### src/rtl/uab_pkg.sv
package uab_pkg;

  localparam int START_SEL_W = 3;
  localparam int END_SEL_W   = 4;
  localparam int EDGE_CNT_W  = 4;
  localparam int CNT_LO_W    = 12;

  typedef enum logic [1:0] {
    ST_OFF  = 2'd0,
    ST_SEEK = 2'd1,
    ST_MEAS = 2'd2,
    ST_HOLD = 2'd3
  } uab_state_e;

  typedef enum logic [1:0] {
    FIN_DONE    = 2'd0,
    FIN_BRK     = 2'd1,
    FIN_NOSTART = 2'd2,
    FIN_NOEND   = 2'd3
  } uab_fin_e;

  // A window is usable only when the ending edge comes after the starting edge.
  function automatic logic window_ok(input logic [START_SEL_W-1:0] s,
                                     input logic [END_SEL_W-1:0]   e);
    return e > {1'b0, s};
  endfunction

  // Cause of an expired timer: a low line is a break, otherwise the phase decides.
  function automatic uab_fin_e fail_kind(input logic in_meas, input logic line);
    if (!line)   return FIN_BRK;
    if (in_meas) return FIN_NOEND;
    return FIN_NOSTART;
  endfunction

endpackage

### src/rtl/uab_edge_sync.sv
module uab_edge_sync #(
  parameter int STAGES = 2
) (
  input  logic clk,
  input  logic rst_n,
  input  logic rx_i,
  output logic line_o,
  output logic any_edge_o,
  output logic fall_edge_o
);
  localparam int LAST = STAGES - 1;

  logic [STAGES-1:0] sync_q;
  logic              prev_q;

  generate
    for (genvar g = 0; g < STAGES; g++) begin : g_stage
      if (g == 0) begin : g_first
        always_ff @(posedge clk or negedge rst_n)
          if (!rst_n) sync_q[g] <= 1'b1;
          else        sync_q[g] <= rx_i;
      end else begin : g_next
        always_ff @(posedge clk or negedge rst_n)
          if (!rst_n) sync_q[g] <= 1'b1;
          else        sync_q[g] <= sync_q[g-1];
      end
    end
  endgenerate

  always_ff @(posedge clk or negedge rst_n)
    if (!rst_n) prev_q <= 1'b1;
    else        prev_q <= sync_q[LAST];

  assign line_o      = sync_q[LAST];
  assign any_edge_o  = sync_q[LAST] ^ prev_q;
  assign fall_edge_o = prev_q & ~sync_q[LAST];
endmodule

### src/rtl/uab_ctrl.sv
module uab_ctrl
  import uab_pkg::*;
#(
  parameter int CNT_W     = 20,
  parameter int TMO_LIMIT = (1 << 20) - 2
) (
  input  logic                   clk,
  input  logic                   rst_n,
  input  logic                   en_i,
  input  logic [START_SEL_W-1:0] start_sel_i,
  input  logic [END_SEL_W-1:0]   end_sel_i,
  input  logic                   line_i,
  input  logic                   any_edge_i,
  input  logic                   fall_edge_i,
  output logic                   restart_o,
  output logic                   finish_o,
  output uab_fin_e               fin_kind_o,
  output logic [CNT_W-1:0]       fin_count_o,
  output uab_state_e             state_o
);
  localparam logic [CNT_W-1:0] LIMIT_V = CNT_W'(TMO_LIMIT);
  localparam logic [CNT_W-1:0] ONE_V   = CNT_W'(1);

  uab_state_e            state_q;
  logic                  en_q;
  logic [CNT_W-1:0]      tmr_q;
  logic [EDGE_CNT_W-1:0] ecnt_q;

  logic restart_w, counted_w, start_hit_w, end_hit_w, tmr_full_w, win_ok_w;

  assign restart_w   = en_i & ~en_q;
  assign win_ok_w    = window_ok(start_sel_i, end_sel_i);
  assign counted_w   = (state_q == ST_SEEK) &&
                       ((ecnt_q == '0) ? fall_edge_i : any_edge_i);
  assign start_hit_w = counted_w && (ecnt_q == EDGE_CNT_W'(start_sel_i));
  assign end_hit_w   = (state_q == ST_MEAS) && any_edge_i &&
                       (ecnt_q == EDGE_CNT_W'(end_sel_i));
  assign tmr_full_w  = (tmr_q == LIMIT_V);

  always_ff @(posedge clk or negedge rst_n) begin
    if (!rst_n) begin
      state_q <= ST_OFF;
      en_q    <= 1'b0;
      tmr_q   <= '0;
      ecnt_q  <= '0;
    end else begin
      en_q <= en_i;
      if (restart_w) begin
        tmr_q   <= '0;
        ecnt_q  <= '0;
        state_q <= win_ok_w ? ST_SEEK : ST_HOLD;
      end else if (!en_i) begin
        state_q <= ST_OFF;
      end else begin
        unique case (state_q)
          ST_SEEK: begin
            if (counted_w) begin
              ecnt_q <= ecnt_q + 1'b1;
              tmr_q  <= '0;
              if (start_hit_w) state_q <= ST_MEAS;
            end else if (tmr_full_w) begin
              state_q <= ST_HOLD;
            end else begin
              tmr_q <= tmr_q + ONE_V;
            end
          end
          ST_MEAS: begin
            if (any_edge_i) ecnt_q <= ecnt_q + 1'b1;
            if (end_hit_w || tmr_full_w) state_q <= ST_HOLD;
            else                         tmr_q   <= tmr_q + ONE_V;
          end
          default: ;
        endcase
      end
    end
  end

  always_comb begin
    finish_o    = 1'b0;
    fin_kind_o  = FIN_DONE;
    fin_count_o = '0;
    if (restart_w) begin
      if (!win_ok_w) begin
        finish_o   = 1'b1;
        fin_kind_o = FIN_NOEND;
      end
    end else if (en_i) begin
      if (state_q == ST_SEEK && !counted_w && tmr_full_w) begin
        finish_o    = 1'b1;
        fin_kind_o  = fail_kind(1'b0, line_i);
        fin_count_o = tmr_q;
      end else if (state_q == ST_MEAS && end_hit_w) begin
        finish_o    = 1'b1;
        fin_kind_o  = FIN_DONE;
        fin_count_o = tmr_q + ONE_V;
      end else if (state_q == ST_MEAS && tmr_full_w) begin
        finish_o    = 1'b1;
        fin_kind_o  = fail_kind(1'b1, line_i);
        fin_count_o = tmr_q;
      end
    end
  end

  assign restart_o = restart_w;
  assign state_o   = state_q;
endmodule

### src/rtl/uab_status.sv
module uab_status
  import uab_pkg::*;
#(
  parameter int CNT_W = 20
) (
  input  logic             clk,
  input  logic             rst_n,
  input  logic             restart_i,
  input  logic             finish_i,
  input  uab_fin_e         fin_kind_i,
  input  logic [CNT_W-1:0] fin_count_i,
  input  logic             done_ie_i,
  input  logic             tmo_ie_i,
  output logic             done_o,
  output logic             brk_o,
  output logic             nostart_o,
  output logic             noend_o,
  output logic [CNT_W-1:0] count_o,
  output logic             irq_o
);
  always_ff @(posedge clk or negedge rst_n) begin
    if (!rst_n) begin
      done_o    <= 1'b0;
      brk_o     <= 1'b0;
      nostart_o <= 1'b0;
      noend_o   <= 1'b0;
      count_o   <= '0;
    end else begin
      if (restart_i) begin
        done_o    <= 1'b0;
        brk_o     <= 1'b0;
        nostart_o <= 1'b0;
        noend_o   <= 1'b0;
        count_o   <= '0;
      end
      if (finish_i) begin
        count_o <= fin_count_i;
        unique case (fin_kind_i)
          FIN_DONE:    done_o    <= 1'b1;
          FIN_BRK:     brk_o     <= 1'b1;
          FIN_NOSTART: nostart_o <= 1'b1;
          FIN_NOEND:   noend_o   <= 1'b1;
          default: ;
        endcase
      end
    end
  end

  assign irq_o = (done_o & done_ie_i) | ((brk_o | nostart_o | noend_o) & tmo_ie_i);
endmodule

### src/rtl/uart_autobaud_det.sv
module uart_autobaud_det
  import uab_pkg::*;
#(
  parameter int CNT_W       = 20,
  parameter int SYNC_STAGES = 2,
  parameter int TMO_LIMIT   = (1 << 20) - 2
) (
  input  logic                      clk,
  input  logic                      rst_n,
  input  logic                      rx_i,
  input  logic                      en_i,
  input  logic [START_SEL_W-1:0]    start_sel_i,
  input  logic [END_SEL_W-1:0]      end_sel_i,
  input  logic                      done_ie_i,
  input  logic                      tmo_ie_i,
  output logic                      done_o,
  output logic                      brk_tmo_o,
  output logic                      nostart_tmo_o,
  output logic                      noend_tmo_o,
  output logic [CNT_LO_W-1:0]       cnt_lo_o,
  output logic [CNT_W-CNT_LO_W-1:0] cnt_hi_o,
  output logic                      irq_o
);
  logic             line_w, any_edge_w, fall_edge_w;
  logic             restart_w, finish_w;
  uab_fin_e         fin_kind_w;
  logic [CNT_W-1:0] fin_count_w, count_w;
  uab_state_e       state_w;

  uab_edge_sync #(.STAGES(SYNC_STAGES)) u_sync (
    .clk(clk), .rst_n(rst_n), .rx_i(rx_i),
    .line_o(line_w), .any_edge_o(any_edge_w), .fall_edge_o(fall_edge_w)
  );

  uab_ctrl #(.CNT_W(CNT_W), .TMO_LIMIT(TMO_LIMIT)) u_ctrl (
    .clk(clk), .rst_n(rst_n), .en_i(en_i),
    .start_sel_i(start_sel_i), .end_sel_i(end_sel_i),
    .line_i(line_w), .any_edge_i(any_edge_w), .fall_edge_i(fall_edge_w),
    .restart_o(restart_w), .finish_o(finish_w), .fin_kind_o(fin_kind_w),
    .fin_count_o(fin_count_w), .state_o(state_w)
  );

  uab_status #(.CNT_W(CNT_W)) u_stat (
    .clk(clk), .rst_n(rst_n), .restart_i(restart_w), .finish_i(finish_w),
    .fin_kind_i(fin_kind_w), .fin_count_i(fin_count_w),
    .done_ie_i(done_ie_i), .tmo_ie_i(tmo_ie_i),
    .done_o(done_o), .brk_o(brk_tmo_o), .nostart_o(nostart_tmo_o),
    .noend_o(noend_tmo_o), .count_o(count_w), .irq_o(irq_o)
  );

  assign cnt_lo_o = count_w[CNT_LO_W-1:0];
  assign cnt_hi_o = count_w[CNT_W-1:CNT_LO_W];
endmodule

### config.mk
export PLATFORM = sky130hd
export DESIGN_NAME = uart_autobaud_det
export DESIGN_NICKNAME = d
export VERILOG_FILES = /design/src/rtl/uab_pkg.sv /design/src/rtl/uab_edge_sync.sv /design/src/rtl/uab_ctrl.sv /design/src/rtl/uab_status.sv /design/src/rtl/uart_autobaud_det.sv
export SDC_FILE = /design/constraint.sdc
export NUM_CORES = 1
export LEC_CHECK = 0
export BUFFER_PORTS_ARGS = -buffer_cell sky130_fd_sc_hd__buf_2
export CORE_MARGIN = 10
export CORE_UTILIZATION = 60
export CTS_BUF_LIST = sky130_fd_sc_hd__clkbuf_4 sky130_fd_sc_hd__clkbuf_8
export DETAILED_ROUTE_END_ITERATION = 10
export PLACE_DENSITY = 0.83
export SLEW_MARGIN = 20
export SYNTH_ARGS = -nofsm -noshare
export SYNTH_HDL_FRONTEND = slang
export SYNTH_SLANG_ARGS = --single-unit
### constraint.sdc
create_clock -name clk -period 3 [get_ports clk]
set_input_delay 0.15 -clock clk [delete_from_list [all_inputs] [get_ports clk]]
set_output_delay 0.15 -clock clk [all_outputs]
set_load 0.02 [all_outputs]
==> impl_metrics.json <==
{
  "finalSetupTns_ns": 0,
  "setup_viol": 0,
  "required_ns": 3.20,
  "synth_seq_cells": 54,
  "die_area_sq_mm": 0.008443,
  "ys_types": 55,
  "post_cts.repair.setup_buffers": 0,
  "synthMuxAreaShare": 0.01291,
  "worstPathArrival_ns": 2.93,
  "rows": 26,
  "place_congestion": 0.9089,
  "io_buffers": 37,
  "drcViolationCount": 0,
  "antenna_cells": 0,
  "grt_use_total": 0.1746,
  "place_ws_ns": 0.3465,
  "htree_levels": 2,
  "cellLeakagePower_nw": 1.649,
  "utilization": 0.6810,
  "synth_xor_area_frac": 0.06215,
  "layout_commonest_cell": "dfrtp_1",
  "nets": 399,
  "drive_gt1_frac": 0.1777,
  "min_path_type": "in2reg",
  "synth_cells": 341,
  "period_minus_slack_ns": 2.730,
  "hold_violations": 0,
  "syn_to_final_growth_pct": 11.46,
  "synth_top_cell_area_share": 0.4116,
  "fmax_mhz": 366.3,
  "r2r_cells": 8,
  "ys_async_sr_fraction": 1.000,
  "start_kind": "flop",
  "overflow": 0,
  "die_y_microns": 91.89,
  "placedCellCount": 437,
  "cts_tree": "built",
  "powerDensity_mw_per_mm2": 425.6,
  "synthesis.area_sq_mm": 0.003100,
  "synthAdderAreaFrac": 0.04036,
  "rsz0062_at_grt": "false",
  "wl_met1_microns": 3245,
  "synth_area_leaders": "dfrtp_1, nand2_1, ha_1, xnor2_1, xor2_1",
  "dpl.hpwl_microns": 5502,
  "finClkSkew_ns": 0.004145,
  "clockRootBuffer": "clkbuf_8",
  "antenna_left": 0,
  "cts.clk_slew.worst_paths_ns": 0.10,
  "grt_antenna_before_repair": 0,
  "grt_pass1_wl_microns": 12410,
  "synth_enable_flop_cells": 0,
  "most-common-layout-cells": "dfrtp_1, nand2_1, buf_2",
  "met2_length_microns": 3196,
  "coreArea_sq_mm": 0.005075,
  "routed_wl_microns": 7196,
  "synth-compound-area-share": 0.1792,
  "multi_input_area_sq_mm": 0.001578,
  "ys_seq_area_frac": 0.4370,
  "dr.first_iter.drc_count": 299,
  "layoutNonFillerInstCount": 447,
  "final.fill_count": 411,
  "synth_ff_type": "dfrtp_1",
  "wl_per_cell_microns": 16.10,
  "dieWidth_microns": 91.89,
  "vdd_ir_drop_max_mv": 0.2619,
  "cts_made_buffers": 5,
  "critical_path.max_fanout": 14,
  "place_area_sq_mm": 0.003337,
  "synth_nets": 364,
  "grt_pass1_vias": 2586,
  "cts_buffer_depth": 2,
  "cts_resized": 0,
  "grt_max_degree": 32,
  "num_vias": 2671,
  "start_util": 0.6109,
  "post-route-period-util": 0.9100,
  "endpoint_kind": "flop",
  "drv_cap": 0,
  "synthesis.yosys.warnings": 0,
  "synthSimpleGateAreaFrac": 0.2143,
  "synth_top_family_by_area": "simple AND/OR/NAND/NOR gates",
  "worst_pin_slew_ns": 0.6355,
  "syn_area_per_cell_sq_um": 9.092,
  "wl_met3_microns": 604,
  "highest_layer": "met4",
  "clock_latency_ns": 0.31,
  "ioPinCount": 38,
  "setup_ws_ns": 0.2699,
  "slew_violations": 0,
  "seq_area_sq_mm": 0.001355,
  "synth_area_leader_cell": "dfrtp_1",
  "dr.pass1.iters": 6,
  "whs_path_depth": 1,
  "crit_type": "reg2reg",
  "vias_per_cell": 5.975,
  "cts_sinks": 54,
  "status": "completed",
  "relSlewSlack": 0.5724,
  "design_area_sq_mm": 0.003456
}
-- cells in the mapped netlist, types with 2 or more instances --
cell type	n
and2_1	2
mux2i_1	4
a21oi_1	19
clkbuf_1	12
and4_4	2
ha_1	10
o21ai_1	13
nor4_1	3
a22o_1	3
o21ai_0	16
nand2_1	45
xor2_1	11
nor2_1	15
buf_2	5
or3_1	10
dfrtp_1	51
a221o_1	3
o211ai_1	6
xnor2_1	11
nand4_1	6
inv_1	19
nor3_1	9
dfstp_2	3
a31oi_1	4
nand3_1	19
a41oi_1	2
and3_1	5
a21o_1	6
-- sequential cells by signal, summed over array words and instances, names as in the netlist --
signal and count:
u_ctrl.tmr_q 20, u_stat.brk_o 1, u_sync.sync_q 1, u_stat.done_o 1, u_stat.nostart_o 1, u_stat.noend_o 1
u_sync.line_o 1, u_sync.prev_q 1, u_ctrl.ecnt_q 4, u_stat.count_o 20, u_ctrl.en_q 1, u_ctrl.state_o 2
-- worst max-delay path: stages (launching register included) --
cell and delay [ns]:
dfstp_2 0.55, inv_1 0.07, ha_1 0.35, or3b_2 0.46, o32ai_1 0.20, nor3_1 0.12, and3_1 0.36, and3_1 0.23
a221o_1 0.26
-- stage by stage --
step / power [W] / hold slack, ns
floorplan: 0.0009499 / -0.1456
global placement: 0.001026 / 0.2090
detailed placement: 0.001042 / 0.2112
CTS: 0.001480 / 0.05855
global route: 0.001541 / 0.07939
finish: 0.001471 / 0.06951
-- path summary, 6_finish.rpt --
kind / from / end / slack [ns]
min reg2reg: u_sync.line_o$_DFF_PN1_ / u_sync.prev_q$_DFF_PN1_ / 0.38
min in group asynchronous: rst_n / u_ctrl.ecnt_q[3]$_DFFE_PN0P_ / 0.39
max in group asynchronous: rst_n / u_ctrl.tmr_q[1]$_DFFE_PN0P_ / 1.85
max: u_sync.line_o$_DFF_PN1_ / u_ctrl.tmr_q[17]$_DFFE_PN0P_ / 0.27
min: en_i / u_ctrl.en_q$_DFF_PN0_ / 0.07
max reg2reg: u_sync.line_o$_DFF_PN1_ / u_ctrl.tmr_q[17]$_DFFE_PN0P_ / 0.27
-- cells by family after synthesis --
logic type	after synthesis
AOI/OAI and AO/OA	86
xor gates and xnor gates	22
adders and majority gates	10
buffers and inverters	38
DFF	54
muxes	4
and+or+nand+nor	127
-- layer usage --
metal	track usage	vias up
met2	0.2576	131
met5	0	-
li1	-	1282
met4	0.08098	0
met1	0.2358	1243
met3	0.04238	15
-- final cells by class --
class                   count  area share
multi-input cells         249      0.4566
flip-flops and latches     54      0.3921
repair buffers             47     0.07676
well taps                  70     0.02534
clock buffers               6     0.02390
inverters                  19     0.02064
clock inverters             2    0.004707
-- report_power, final --
group          switching (W)  total, W  leakage (nW)  internal [W]
registers          0.0000372  0.000788         0.735      0.000751
clock network       0.000245  0.000436        0.0478      0.000190
logic               0.000157  0.000247         0.866     0.0000897
-- what timing repair did --
action                                 4_1_cts  5_1_grt
setup endpoints to repair                    0        0
endpoints found under the hold margin       28        0
hold buffers                                 2        0
Power figures use the tool's default switching activity.
